**src/rtl/i2c_mem_pkg.sv**
```systemverilog
package i2c_mem_pkg;

  // strobes from the control FSM to the datapath
  typedef struct packed {
    logic shiftIn;   // capture one received bit
    logic loadHi;    // keep high address byte
    logic loadLo;    // load pointer from both address bytes
    logic write;     // commit received byte to memory
    logic fetch;     // request a byte from memory
    logic loadTx;    // take returned byte into transmit shifter
    logic shiftTx;   // advance transmit shifter
  } dpStrobe_t;

  // bus observations from the datapath to the control FSM
  typedef struct packed {
    logic sclRise;
    logic sclFall;
    logic startSeen;
    logic stopSeen;
    logic sclLvl;
    logic sdaLvl;
  } busEvt_t;

  typedef enum logic [3:0] {
    ST_IDLE,
    ST_RX,
    ST_RXEND,
    ST_ACK,
    ST_LOADW,
    ST_TX,
    ST_MACK,
    ST_RDNEXT,
    ST_WAIT
  } ctrlState_t;

  typedef enum logic [1:0] {
    RX_DEV,
    RX_HI,
    RX_LO,
    RX_DATA
  } rxKind_t;

endpackage

```
**src/rtl/i2c_mem_sync.sv**
```systemverilog
module i2c_mem_sync #(
  parameter int STAGES = 2
) (
  input  logic clk,
  input  logic rstN,
  input  logic din,
  output logic dout,
  output logic doutPrev
);
  // the bus idles high, so every stage resets to 1
  logic [STAGES:0] chain;

  always_ff @(posedge clk or negedge rstN) begin
    if (!rstN) chain <= '1;
    else       chain <= {chain[STAGES-1:0], din};
  end

  assign dout     = chain[STAGES-1];
  assign doutPrev = chain[STAGES];
endmodule

```
**src/rtl/i2c_mem_datapath.sv**
```systemverilog
module i2c_mem_datapath
  import i2c_mem_pkg::*;
#(
  parameter int ADDR_W      = 13,
  parameter int SYNC_STAGES = 2
) (
  input  logic              clk,
  input  logic              rstN,
  input  logic              sclIn,
  input  logic              sdaIn,
  input  dpStrobe_t         strb,
  input  logic [7:0]        memRdata,
  output busEvt_t           evt,
  output logic [7:0]        rxByte,
  output logic              txBit,
  output logic [ADDR_W-1:0] memAddr,
  output logic [7:0]        memWdata
);
  localparam int HI_BITS  = ADDR_W - 8;
  localparam int N_LINES  = 2;
  localparam int SCL_IDX  = 0;
  localparam int SDA_IDX  = 1;

  logic [N_LINES-1:0] lineIn, lineNow, lineOld;
  assign lineIn = {sdaIn, sclIn};

  for (genvar g = 0; g < N_LINES; g++) begin : gLine
    i2c_mem_sync #(.STAGES(SYNC_STAGES)) uSync (
      .clk      (clk),
      .rstN     (rstN),
      .din      (lineIn[g]),
      .dout     (lineNow[g]),
      .doutPrev (lineOld[g])
    );
  end

  logic sclNow, sclOld, sdaNow, sdaOld;
  assign sclNow = lineNow[SCL_IDX];
  assign sclOld = lineOld[SCL_IDX];
  assign sdaNow = lineNow[SDA_IDX];
  assign sdaOld = lineOld[SDA_IDX];

  always_comb begin
    evt.sclRise   = sclNow & ~sclOld;
    evt.sclFall   = ~sclNow & sclOld;
    evt.startSeen = sclNow & sclOld & ~sdaNow & sdaOld;
    evt.stopSeen  = sclNow & sclOld & sdaNow & ~sdaOld;
    evt.sclLvl    = sclNow;
    evt.sdaLvl    = sdaNow;
  end

  logic [7:0]         rxShift;
  logic [7:0]         txShift;
  logic [HI_BITS-1:0] hiBits;
  logic [ADDR_W-1:0]  addrLatch;

  always_ff @(posedge clk or negedge rstN) begin
    if (!rstN) begin
      rxShift <= '0;
    end else if (strb.shiftIn) begin
      rxShift <= {rxShift[6:0], sdaNow};
    end
  end

  // only the bits that reach the pointer are kept from the high byte
  always_ff @(posedge clk or negedge rstN) begin
    if (!rstN) begin
      hiBits <= '0;
    end else if (strb.loadHi) begin
      hiBits <= rxShift[HI_BITS-1:0];
    end
  end

  always_ff @(posedge clk or negedge rstN) begin
    if (!rstN) begin
      addrLatch <= '0;
    end else if (strb.loadLo) begin
      addrLatch <= {hiBits, rxShift};
    end else if (strb.write || strb.fetch) begin
      addrLatch <= addrLatch + ADDR_W'(1);
    end
  end

  always_ff @(posedge clk or negedge rstN) begin
    if (!rstN) begin
      txShift <= '1;
    end else if (strb.loadTx) begin
      txShift <= memRdata;
    end else if (strb.shiftTx) begin
      txShift <= {txShift[6:0], 1'b1};
    end
  end

  assign rxByte   = rxShift;
  assign txBit    = txShift[7];
  assign memAddr  = addrLatch;
  assign memWdata = rxShift;

  AST_LATCH_HOLD: assert property (@(posedge clk) disable iff (!rstN)
    !(strb.write || strb.fetch || strb.loadLo) |=> $stable(addrLatch));

  AST_ADDR_WRAP: assert property (@(posedge clk) disable iff (!rstN)
    ((strb.write || strb.fetch) && !strb.loadLo && (addrLatch == '1)) |=> (addrLatch == '0));

endmodule

```
**src/rtl/i2c_mem_ctrl.sv**
```systemverilog
module i2c_mem_ctrl
  import i2c_mem_pkg::*;
#(
  parameter logic [6:0] DEV_ADDR = 7'h50
) (
  input  logic       clk,
  input  logic       rstN,
  input  busEvt_t    evt,
  input  logic [7:0] rxByte,
  input  logic       txBit,
  output dpStrobe_t  strb,
  output logic       sdaOe
);
  localparam logic [2:0] LAST_BIT = 3'd7;

  ctrlState_t state, nState;
  rxKind_t    kind, nKind;
  logic [2:0] bitCnt, nCnt;
  logic       rwBit, nRw;

  always_ff @(posedge clk or negedge rstN) begin
    if (!rstN) begin
      state  <= ST_IDLE;
      kind   <= RX_DEV;
      bitCnt <= '0;
      rwBit  <= 1'b0;
    end else begin
      state  <= nState;
      kind   <= nKind;
      bitCnt <= nCnt;
      rwBit  <= nRw;
    end
  end

  always_comb begin
    nState = state;
    nKind  = kind;
    nCnt   = bitCnt;
    nRw    = rwBit;
    strb   = '0;

    unique case (state)
      ST_IDLE: ;
      ST_RX: begin
        if (evt.sclRise) begin
          strb.shiftIn = 1'b1;
          if (bitCnt == LAST_BIT) nState = ST_RXEND;
          else                    nCnt   = bitCnt + 3'd1;
        end
      end
      ST_RXEND: begin
        if (evt.sclFall) begin
          nState = ST_ACK;
          unique case (kind)
            RX_DEV: begin
              if (rxByte[7:1] == DEV_ADDR) nRw = rxByte[0];
              else                         nState = ST_IDLE;
            end
            RX_HI:   strb.loadHi = 1'b1;
            RX_LO:   strb.loadLo = 1'b1;
            RX_DATA: strb.write  = 1'b1;
            default: nState = ST_IDLE;
          endcase
        end
      end
      ST_ACK: begin
        if (evt.sclFall) begin
          if (rwBit) begin
            strb.fetch = 1'b1;
            nState     = ST_LOADW;
          end else begin
            nState = ST_RX;
            nCnt   = '0;
            unique case (kind)
              RX_DEV:  nKind = RX_HI;
              RX_HI:   nKind = RX_LO;
              default: nKind = RX_DATA;
            endcase
          end
        end
      end
      ST_LOADW: begin
        strb.loadTx = 1'b1;
        nState      = ST_TX;
        nCnt        = '0;
      end
      ST_TX: begin
        if (evt.sclFall) begin
          if (bitCnt == LAST_BIT) begin
            nState = ST_MACK;
          end else begin
            strb.shiftTx = 1'b1;
            nCnt         = bitCnt + 3'd1;
          end
        end
      end
      ST_MACK: begin
        if (evt.sclRise) nState = evt.sdaLvl ? ST_WAIT : ST_RDNEXT;
      end
      ST_RDNEXT: begin
        if (evt.sclFall) begin
          strb.fetch = 1'b1;
          nState     = ST_LOADW;
        end
      end
      ST_WAIT: ;
      default: nState = ST_IDLE;
    endcase

    // bus conditions override whatever the byte engine was doing
    if (evt.startSeen) begin
      strb   = '0;
      nState = ST_RX;
      nKind  = RX_DEV;
      nCnt   = '0;
      nRw    = 1'b0;
    end else if (evt.stopSeen) begin
      strb   = '0;
      nState = ST_IDLE;
    end
  end

  assign sdaOe = (state == ST_ACK) || ((state == ST_TX) && !txBit);

  AST_OE_SCL_LOW: assert property (@(posedge clk) disable iff (!rstN)
    !$stable(sdaOe) |-> !evt.sclLvl);

  AST_STOP_RELEASE: assert property (@(posedge clk) disable iff (!rstN)
    evt.stopSeen |=> !sdaOe);

  AST_NO_ACK_FOREIGN: assert property (@(posedge clk) disable iff (!rstN)
    (state == ST_RXEND && kind == RX_DEV && evt.sclFall && !evt.startSeen
     && rxByte[7:1] != DEV_ADDR) |=> !sdaOe);

  AST_WE_RE_EXCL: assert property (@(posedge clk) disable iff (!rstN)
    !(strb.write && strb.fetch));

  AST_FETCH_READ_ONLY: assert property (@(posedge clk) disable iff (!rstN)
    strb.fetch |-> rwBit);

endmodule

```
**src/rtl/i2c_mem_slave.sv**
```systemverilog
module i2c_mem_slave
  import i2c_mem_pkg::*;
#(
  parameter logic [6:0] DEV_ADDR    = 7'h50,
  parameter int         ADDR_W      = 13,
  parameter int         SYNC_STAGES = 2
) (
  input  logic              clk,
  input  logic              rstN,
  input  logic              sclIn,
  input  logic              sdaIn,
  output logic              sdaOe,
  output logic [ADDR_W-1:0] memAddr,
  output logic              memWe,
  output logic [7:0]        memWdata,
  output logic              memRe,
  input  logic [7:0]        memRdata
);
  dpStrobe_t  strb;
  busEvt_t    evt;
  logic [7:0] rxByte;
  logic       txBit;

  i2c_mem_datapath #(
    .ADDR_W      (ADDR_W),
    .SYNC_STAGES (SYNC_STAGES)
  ) uDp (
    .clk      (clk),
    .rstN     (rstN),
    .sclIn    (sclIn),
    .sdaIn    (sdaIn),
    .strb     (strb),
    .memRdata (memRdata),
    .evt      (evt),
    .rxByte   (rxByte),
    .txBit    (txBit),
    .memAddr  (memAddr),
    .memWdata (memWdata)
  );

  i2c_mem_ctrl #(
    .DEV_ADDR (DEV_ADDR)
  ) uCtrl (
    .clk    (clk),
    .rstN   (rstN),
    .evt    (evt),
    .rxByte (rxByte),
    .txBit  (txBit),
    .strb   (strb),
    .sdaOe  (sdaOe)
  );

  assign memWe = strb.write;
  assign memRe = strb.fetch;
endmodule

```
**config.mk**
```make
export PLATFORM = sky130hd
export DESIGN_NAME = i2c_mem_slave
export DESIGN_NICKNAME = d
export VERILOG_FILES = /design/src/rtl/i2c_mem_pkg.sv /design/src/rtl/i2c_mem_sync.sv /design/src/rtl/i2c_mem_datapath.sv /design/src/rtl/i2c_mem_ctrl.sv /design/src/rtl/i2c_mem_slave.sv
export SDC_FILE = /design/constraint.sdc
export NUM_CORES = 1
export LEC_CHECK = 0
export BUFFER_PORTS_ARGS = -buffer_cell sky130_fd_sc_hd__buf_2
export CORE_ASPECT_RATIO = 0.5
export CORE_UTILIZATION = 50
export CTS_BUF_LIST = sky130_fd_sc_hd__clkbuf_8
export CTS_CLUSTER_DIAMETER = 100
export DETAILED_ROUTE_END_ITERATION = 8
export GPL_TIMING_DRIVEN = 0
export PLACE_DENSITY = 0.77
export REMOVE_ABC_BUFFERS = 1
export SYNTH_ARGS = -nofsm -noshare
export SYNTH_HDL_FRONTEND = slang
export SYNTH_SLANG_ARGS = --single-unit
```
**constraint.sdc**
```tcl
create_clock -name clk -period 4.65 [get_ports clk]
set_clock_uncertainty 0.1 [all_clocks]
set_input_delay 0.6975 -clock clk [delete_from_list [all_inputs] [get_ports clk]]
set_output_delay 0.6975 -clock clk [all_outputs]
set_load 0.02 [all_outputs]
```
==> Word-level counts from Yosys, hierarchy flattened <==
Index checks and enable logic that the tools add are counted.
{ "op_classes": {"n_addsub": 2, "n_eq_ne": 27, "n_mux": 53, "bitwise_logic": 11, "reduce_logical": 19} }
{ "ops": {"columns": ["op", "count"], "rows": [
  ["$mux W4", 12],
  ["$pmux W4 S8", 1],
  ["$mux W3", 9],
  ["$mux W13", 2],
  ["$ne A4 B4 Y1 const B", 6],
  ["$mux W1", 17],
  ["$eq A4 B3 Y1 const B", 4],
  ["$mux W8", 2],
  ["$mux W7", 2],
  ["$reduce_bool A2 Y1", 7],
  ["$add A13 B1 Y13 const B", 1],
  ["$ne A3 B3 Y1 const B", 4],
  ["$pmux W3 S4", 1],
  ["$mux W2", 5],
  ["$reduce_and A9 Y1", 1],
  ["$eq A4 B2 Y1 const B", 2],
  ["$ne A4 B3 Y1 const B", 2],
  ["$and A1 B1 Y1", 7],
  ["$eq A7 B7 Y1 const B", 1],
  ["$reduce_and A5 Y1", 1],
  ["$reduce_bool A5 Y1", 1],
  ["$eq A2 B2 Y1 const B", 2],
  ["$eq A4 B1 Y1 const B", 1],
  ["$eq A4 B4 Y1 const B", 1],
  ["16 further kinds", 20]
]} }
{ "word_totals": {"reg_bits": 50, "in_bits": 12} }

==> Depth between registers and ports, before layout <==
Gate-level depths: netlist of the first run.
{ "depth": {"depth_word": 9, "depth_mapped": 8, "depth_no_buf": 6} }

==> Cells and area by module <==
Synthesis of the first run repeated with hierarchy kept, for this count alone.
{ "unflattened": {"hier_cells": 261, "hier_area_um2": 2686.3} }
{ "modules_own_cells": {"columns": ["module", "n_inst", "cells_each", "area_per_inst_um2"], "rows": [
  ["i2c_mem_datapath", 1, 151, 1695.4],
  ["i2c_mem_ctrl", 1, 104, 833.3],
  ["i2c_mem_sync", 2, 3, 78.8]
]} }

==> Worst setup path before layout of the first run <==
Ideal clock, no wire load.
{ "synth_timing": {"kind": "flip-flop to flip-flop", "from": "register uDp.gLine[0].uSync.chain[2]", "to": "register uDp.addrLatch[5], in the netlist uDp.memAddr[5]", "setup_ns": 0.126, "t_arrival_ns": 2.048, "t_required_ns": 4.424, "setup_slack_ns": 2.377, "path_stages_with_launch": 7, "path_cell_list": "dfstp_2 > buf_4 > or3b_4 > nor4_4 > nor3_2 > o21bai_1 > a221o_1"} }
{ "synth_via": {"elab_chain_cells": 7} }
{ "synth_lines": {"columns": ["item", "line_no", "source"], "rows": [
  ["start: declaration", "i2c_mem_sync.sv:11", "logic [STAGES:0] chain;"],
  ["start signal: assignment", "i2c_mem_sync.sv:15", "else chain <= {chain[STAGES-1:0], din};"],
  ["$and A1 B1 Y1, on equally long branches", "i2c_mem_datapath.sv:45, i2c_mem_datapath.sv:46, i2c_mem_datapath.sv:47", null],
  ["$mux W1 (tied with other cells)", "i2c_mem_ctrl.sv:101", "if (evt.sclFall) begin"],
  ["$pmux W1 S2 (tied with other cells)", "i2c_mem_ctrl.sv:42", "unique case (state)"],
  ["$mux W7", "i2c_mem_ctrl.sv:117", "end else if (evt.stopSeen) begin"],
  ["$mux W7 (*)", "i2c_mem_ctrl.sv:111", "if (evt.startSeen) begin"],
  ["$logic_or A1 B1 Y1", "i2c_mem_datapath.sv:79", "end else if (strb.write || strb.fetch) begin"],
  ["$reduce_bool A2 Y1 (no source line)", null, null],
  ["end signal: assignment", "i2c_mem_datapath.sv:78", "addrLatch <= {hiBits, rxShift};"],
  ["end signal: assignment", "i2c_mem_datapath.sv:80", "addrLatch <= addrLatch + ADDR_W'(1);"],
  ["end: declaration", "i2c_mem_datapath.sv:55", "logic [ADDR_W-1:0] addrLatch;"]
]} }
Every way passes the cells marked *; elsewhere a longest branch is shown, timed or not.
A chain may end at the register's enable or synchronous reset.

==> Worst setup path in the final report of the first run <==
{ "layout_timing": {"from": "register uDp.gLine[0].uSync.chain[2]", "to": "output memWe"} }
{ "layout_via": {"elab_chain_cells": 5} }
{ "layout_lines": {"columns": ["item", "line_no", "source"], "rows": [
  ["$and A1 B1 Y1, on equally long branches", "i2c_mem_datapath.sv:45, i2c_mem_datapath.sv:46, i2c_mem_datapath.sv:47", null],
  ["$mux W3 or $and A1 B1 Y1 (tied branches)", "i2c_mem_ctrl.sv:52, i2c_mem_datapath.sv:47", null],
  ["$mux W3 or $and A1 B1 Y1 (tied branches)", "i2c_mem_ctrl.sv:42, i2c_mem_datapath.sv:47", null],
  ["$mux W7", "i2c_mem_ctrl.sv:117", null],
  ["$mux W7 (*)", "i2c_mem_ctrl.sv:111", null],
  ["end: declaration", "i2c_mem_slave.sv:14", "output logic memWe,"]
]} }
Marks and branches as above.

==> impl_metrics.yaml, run 1 <==
logic_synthesis:
  syn-instance-count: 268
  ys.flop_type: "dfrtp_1"
  ys_ff_latch: 50
  yosys_warnings: 0
  synth_edf_count: 0
  ys_types: 52
  syn-cell-area_mm2: 0.002715
  synth-seq-area-share_pct: 46.73
  async_flop_share_pct: 100.0
  synth_area_per_cell_um2: 10.13
sta:
  final.min_clock_period_ns: 3.109
  finalSetupViolations: 0
  fin_setup_tns_ns: 0
  finalHoldViolCount: 0
  rsz0062_at_grt: "no"
  fmaxAchievable_mhz: 321.7
  min_period_over_period_pct: 66.86
  tightest_slew_ns: 1.082
  slew_headroom_pct: 27.86
  finalMaxSlewViolations: 0
  hold_ws_ns: 0.2598
  finalWorstSetupSlack_ns: 1.541
grt:
  grt_pass1_vias: 1934
  grt.met2_usage_pct: 34.31
  grtUsageTotal_pct: 21.34
  grt_remaining_overflow: 0
  grt_busiest_layer: "met2"
  grt_max_degree: 51
  antenna_found_initial: 0
  grt_pass1_wl_mm: 9.252
  grt_use_met3_pct: 4.964
  met1_usage_pct: 29.14
flow_run:
  max_cap_violations: 0
pwr:
  power.density_mw_per_mm2: 292.7
  irDropWorstVdd_mv: 0.1905
  p_leak_nw: 1.471
  p_total_mw: 0.8786
clock_tree:
  clockBufferDepth: 2
  cts.sinks: 50
  root_buffer: "clkbuf_8"
  numCtsBuffers: 5
  htreeDepth: 2
  holdBufCountCts: 0
  clk_latency_ns: 0.32
  cts_tree: "done"
  clk_pin_slew_ns: 0.09
  post_cts_buffers: 0
  cts_resized: 0
routing:
  wirelength_mm: 5.520
  drt_drc_violations_left: 0
  wl_per_cell_um: 15.12
  drt_iter0_markers: 88
  vias: 2125
  postRouteAntennaNets: 0
  first_pass_iters: 4
  via_per_inst: 5.822
placed_design:
  place_inst: 357
  post_dp_cell_area_mm2: 0.002904
  dpl.hpwl_mm: 3.921
  port_buffers: 35
  gp_congestion: 0.8282
  detailedPlace.worstSlack_ns: 1.674
critical_path:
  crit_buf_inv: 2
  crit_family: "simple AND/OR/NAND/NOR gates"
  worstPathArrival_ns: 2.31
  worstPathCellList: "nor2b_1 > nand3_1 > inv_1 > buf_2"
  r2r-start: "uCtrl.state[1]"
  cp_slowest_cell: "dfstp_2"
  r2r_slack_ns: 1.67
  crit_type: "reg2out"
  path_max_fanout: 11
  max_stage_delay_ns: 0.64
  cp-end-kind: "output port"
  cp.required_ns: 3.85
  startpoint: "uDp.gLine[0].uSync.chain[2]"
  cp-start-kind: "flip-flop"
floorplanning:
  fp.coreArea_mm2: 0.005067
  boundaryPins: 36
  die_h_um: 54.11
  die_x_um: 106.2
  start_util_pct: 53.58
  die-area_mm2: 0.005747
  rows: 18
layout:
  finish.instance_area_mm2: 0.003002
  stdcell_count: 365
  nNetsFinal: 309
  fill_cells: 449
  layout-drive-gt1-share_pct: 26.44
  fin_util_pct: 59.23
  area_growth_pct: 10.55
  insertedDiodeCount: 0
worst_hold_path:
  worstHoldPathType: "reg2reg"
  min_from: "uDp.gLine[0].uSync.chain[0]"
run_status:
  outcome: "finished, final reports clean"
-- state kept, by name (all words and copies together) (netlist names) --
signal	count
uCtrl.bitCnt	3
uCtrl.rwBit	1
uDp.memWdata	8
uDp.txShift	8
uDp.memAddr	13
uDp.hiBits	5
uDp.gLine.uSync.chain	6
uCtrl.state	4
uCtrl.kind	2
-- cell families (layout without fill, tap and decap cells) --
family                   after synthesis  after routing  share of synthesized area (%)
multiplexers                          31             31                          12.12
AND/OR/NAND/NOR                       92             92                          18.34
buffers and inverters                 25             52                          3.963
XOR/XNOR                               6              6                          1.935
AO/OA/AOI/OAI                         61             61                          15.53
flip-flops                            50             50                          46.73
adder cells (fa/ha/maj)                3              3                          1.383
-- synthesized netlist by cell type (3+ instances only) --
cell | number | share of area [%]
nor3_1 | 6 | 1.1
nor2b_1 | 3 | 0.69
and3_1 | 3 | 0.69
a21o_1 | 3 | 0.83
mux2_2 | 14 | 5.8
o21ai_0 | 20 | 3.7
a211oi_1 | 3 | 0.83
dfrtp_1 | 36 | 33
buf_2 | 5 | 0.92
nor2_1 | 16 | 2.2
nor3b_1 | 3 | 0.83
nand2b_1 | 8 | 1.8
ha_1 | 3 | 1.4
dfstp_2 | 14 | 14
a21oi_1 | 6 | 1.1
a22oi_1 | 6 | 1.7
nand3_1 | 6 | 1.1
clkbuf_1 | 8 | 1.1
inv_1 | 8 | 1.1
xnor2_1 | 4 | 1.3
nand2_1 | 30 | 4.1
a221o_1 | 5 | 1.8
mux2i_1 | 16 | 5.9
-- power by group --
group	internal [mW]	total, mW	switching (mW)	leakage (nW)
clock network	0.113	0.277	0.164	0.0506
logic	0.0498	0.110	0.0605	0.774
registers	0.460	0.491	0.0319	0.647
total	0.622	0.879	0.256	1.47
-- metal layers --
metal / wire (um) / vias to the layer above
li1: - / 1027
met1: 2717 / 1044
met2: 2554 / 49
met3: 211 / 5
met4: 36 / 0
met5: 0 / -
-- placed cells by master (no fill, tap or decap), drive strengths merged, types with 2 or more instances in the layout --
master  count
o22ai       2
nor4        2
inv        11
a22oi       6
a41oi       2
a21boi      2
dfrtp      36
nor4bb      2
nor2       16
ha          3
xnor2       4
a21o        3
nand2b      8
nor4b       2
mux2i      16
or3         2
and3        3
clkbuf      5
xor2        2
nor3        7
o21ai      20
o21bai      2
or3b        2
nand2      30
a21oi       6
mux2       15
nand4       2
buf        35
nand3       6
a221o       5
o311ai      3
a221oi      2
a211oi      3
nor3b       3
nor2b       3
dfstp      14
-- area by class of cell --
type / instances / area, um^2 / area share, %
Multi-Input combinational cell: 193 / 1339 / 44.60
Clock inverter: 3 / 28.78 / 0.9587
Inverter: 9 / 33.78 / 1.125
Sequential cell: 50 / 1269 / 42.27
Tap cell: 70 / 87.58 / 2.918
Timing Repair Buffer: 35 / 175.2 / 5.836
Clock buffer: 5 / 68.82 / 2.293
-- worst paths after layout --
kind                                               end  cells after the start
max                                              memWe                      4
min                        uDp.gLine[0].uSync.chain[1]                      0
max reg2reg                             uDp.memAddr[5]                      5
min reg2reg                uDp.gLine[0].uSync.chain[1]                      0
max in group asynchronous               uCtrl.state[2]                      1
min in group asynchronous               uDp.memAddr[8]                      1
(Power assumes the default switching activity.)
==> inputs of run 2 (changes only) <==
--- a/config.mk
+++ b/config.mk
@@ -12,7 +12,7 @@
 export CTS_CLUSTER_DIAMETER = 100
 export DETAILED_ROUTE_END_ITERATION = 8
 export GPL_TIMING_DRIVEN = 0
-export PLACE_DENSITY = 0.77
+export PLACE_DENSITY = 0.79
 export REMOVE_ABC_BUFFERS = 1
 export SYNTH_ARGS = -nofsm -noshare
 export SYNTH_HDL_FRONTEND = slang
==> constraint.sdc (replaced) <==
create_clock -name clk -period 2.5 [get_ports clk]
set_clock_uncertainty 0.1 [all_clocks]
set_input_delay 0.375 -clock clk [delete_from_list [all_inputs] [get_ports clk]]
set_output_delay 0.375 -clock clk [all_outputs]
set_load 0.02 [all_outputs]
==> impl_metrics.yaml, run 2 (synthesis results as in run 1) <==
run_status:
  outcome: "finished, final reports clean"
flow_run:
  max_cap_violations: 0
worst_hold_path:
  holdPathStages: 1
  worstHoldPathType: "in2reg"
  min_to: "uDp.gLine[0].uSync.chain[0]"
  min_from: "sclIn"
clock_tree:
  clk_pin_slew_ns: 0.09
  clockBufferDepth: 2
  root_buffer: "clkbuf_8"
  cts.sinks: 50
  numCtsBuffers: 5
  clk_latency_ns: 0.31
  cts_tree: "done"
  htreeDepth: 2
layout:
  largest_register_ffs: 13
  layout_common_cells: "buf_2, dfrtp_1, nand2_1"
  area_growth_pct: 12.63
  nNetsFinal: 310
  finish.instance_area_mm2: 0.003058
  final_common_cell: "buf_2"
  layout-drive-gt1-share_pct: 29.39
  fill_cells: 458
  insertedDiodeCount: 0
grt:
  grtUsageTotal_pct: 21.01
  grt_pass1_wl_mm: 9.073
  grt_max_degree: 51
  antenna_found_initial: 0
  grt_remaining_overflow: 0
  grt_pass1_vias: 1900
critical_path:
  r2r-start: "uDp.gLine[0].uSync.chain[2]"
  cp_slowest_cell: "dfrtp_1"
  path_max_fanout: 13
  reg2reg_to: "uDp.memAddr[5]"
  worstPathArrival_ns: 1.89
  cp-start-kind: "flip-flop"
  worstPathCellList: "nand2b_1 > or3_4 > inv_2 > buf_2"
  startpoint: "uCtrl.state[3]"
  cp.required_ns: 2.03
  cp-end-kind: "output port"
  r2r_slack_ns: 0.15
  crit_type: "reg2out"
  r2r_cells: 5
  max_stage_delay_ns: 0.55
sta:
  rsz0062_at_grt: "no"
  fmaxAchievable_mhz: 422.5
  hold_ws_ns: 0.05836
  slew_headroom_pct: 27.99
  finalSetupViolations: 0
  finalHoldViolCount: 0
  fin_setup_tns_ns: 0
  finalMaxSlewViolations: 0
  min_period_over_period_pct: 94.67
  tightest_slew_ns: 1.080
  final.min_clock_period_ns: 2.367
floorplanning:
  die_x_um: 106.2
  boundaryPins: 36
  start_util_pct: 53.58
  die-area_mm2: 0.005747
  fp.coreArea_mm2: 0.005067
  rows: 18
  die_h_um: 54.11
pwr:
  p_leak_nw: 1.488
  irDropWorstVdd_mv: 0.3155
  power.density_mw_per_mm2: 559.7
placed_design:
  post_dp_cell_area_mm2: 0.002904
  port_buffers: 35
  gp_congestion: 0.8450
  dpl.hpwl_mm: 3.810
routing:
  drt_iter0_markers: 83
  drt_drc_violations_left: 0
  wirelength_mm: 5.730
  wl_per_cell_um: 15.66
  postRouteAntennaNets: 0
  first_pass_iters: 4
  vias: 2131
  via_per_inst: 5.822
## run 2: through the flow
stage	power [mW]	setup slack [ns]	utilization [%]	instances
after floorplan	1.056	0.006982	-	252
after CTS	1.714	0.006652	59.85	366
after detailed placement	1.136	-0.4484	57.31	357
final	1.711	0.1333	60.35	366
after global placement	1.126	-0.3925	57.31	357
after global routing	1.792	0.01015	60.35	366
## run 2: repair_timing
item                                    in CTS  in global routing
cloned                                       0                  0
hold buffers                                 0                  0
endpoints found under the setup margin      14                  8
pin swaps                                    1                  0
setup buffers                                1                  0
endpoints found under the hold margin        0                  0
gates resized for setup                      3                  6
## run 2: worst max path at each step
stage | end
after global routing | uDp.memAddr[5]
after floorplan | uDp.memAddr[5]
after global placement | uDp.memAddr[5]
final | memRe
after detailed placement | uDp.memAddr[5]
after CTS | uDp.txShift[5]
## run 2: worst max-delay path, delay by kind of cell, from the launching register on
family / cells / cell delay, ns
buf+inv: 2 / 0.29
flops: 1 / 0.55
simple gates: 2 / 0.74
## run 2: area by class of cell
class	count	area, um^2	area share (%)
multi-input cells	193	1369	44.76
clock inverters	3	43.79	1.432
inverters	9	33.78	1.105
well taps	70	87.58	2.864
repair buffers	36	182.7	5.974
clock buffers	5	68.82	2.250
flip-flops and latches	50	1272	41.61
## run 2: metal layers
layer / share of wire (%) / GRT usage [%] / vias to the layer above
li1: - / - / 1025
met1: 48 / 27.94 / 1043
met2: 47 / 34.85 / 55
met3: 3.9 / 3.632 / 8
met4: 1.7 / 8.796 / 0
met5: 0 / 0 / -
## run 2: power breakdown
part           internal [mW]  leakage (nW)  switching, mW
Combinational         0.0942         0.788          0.116
Clock                  0.300        0.0585          0.282
Sequential             0.855         0.642         0.0631
Total                   1.25          1.49          0.462
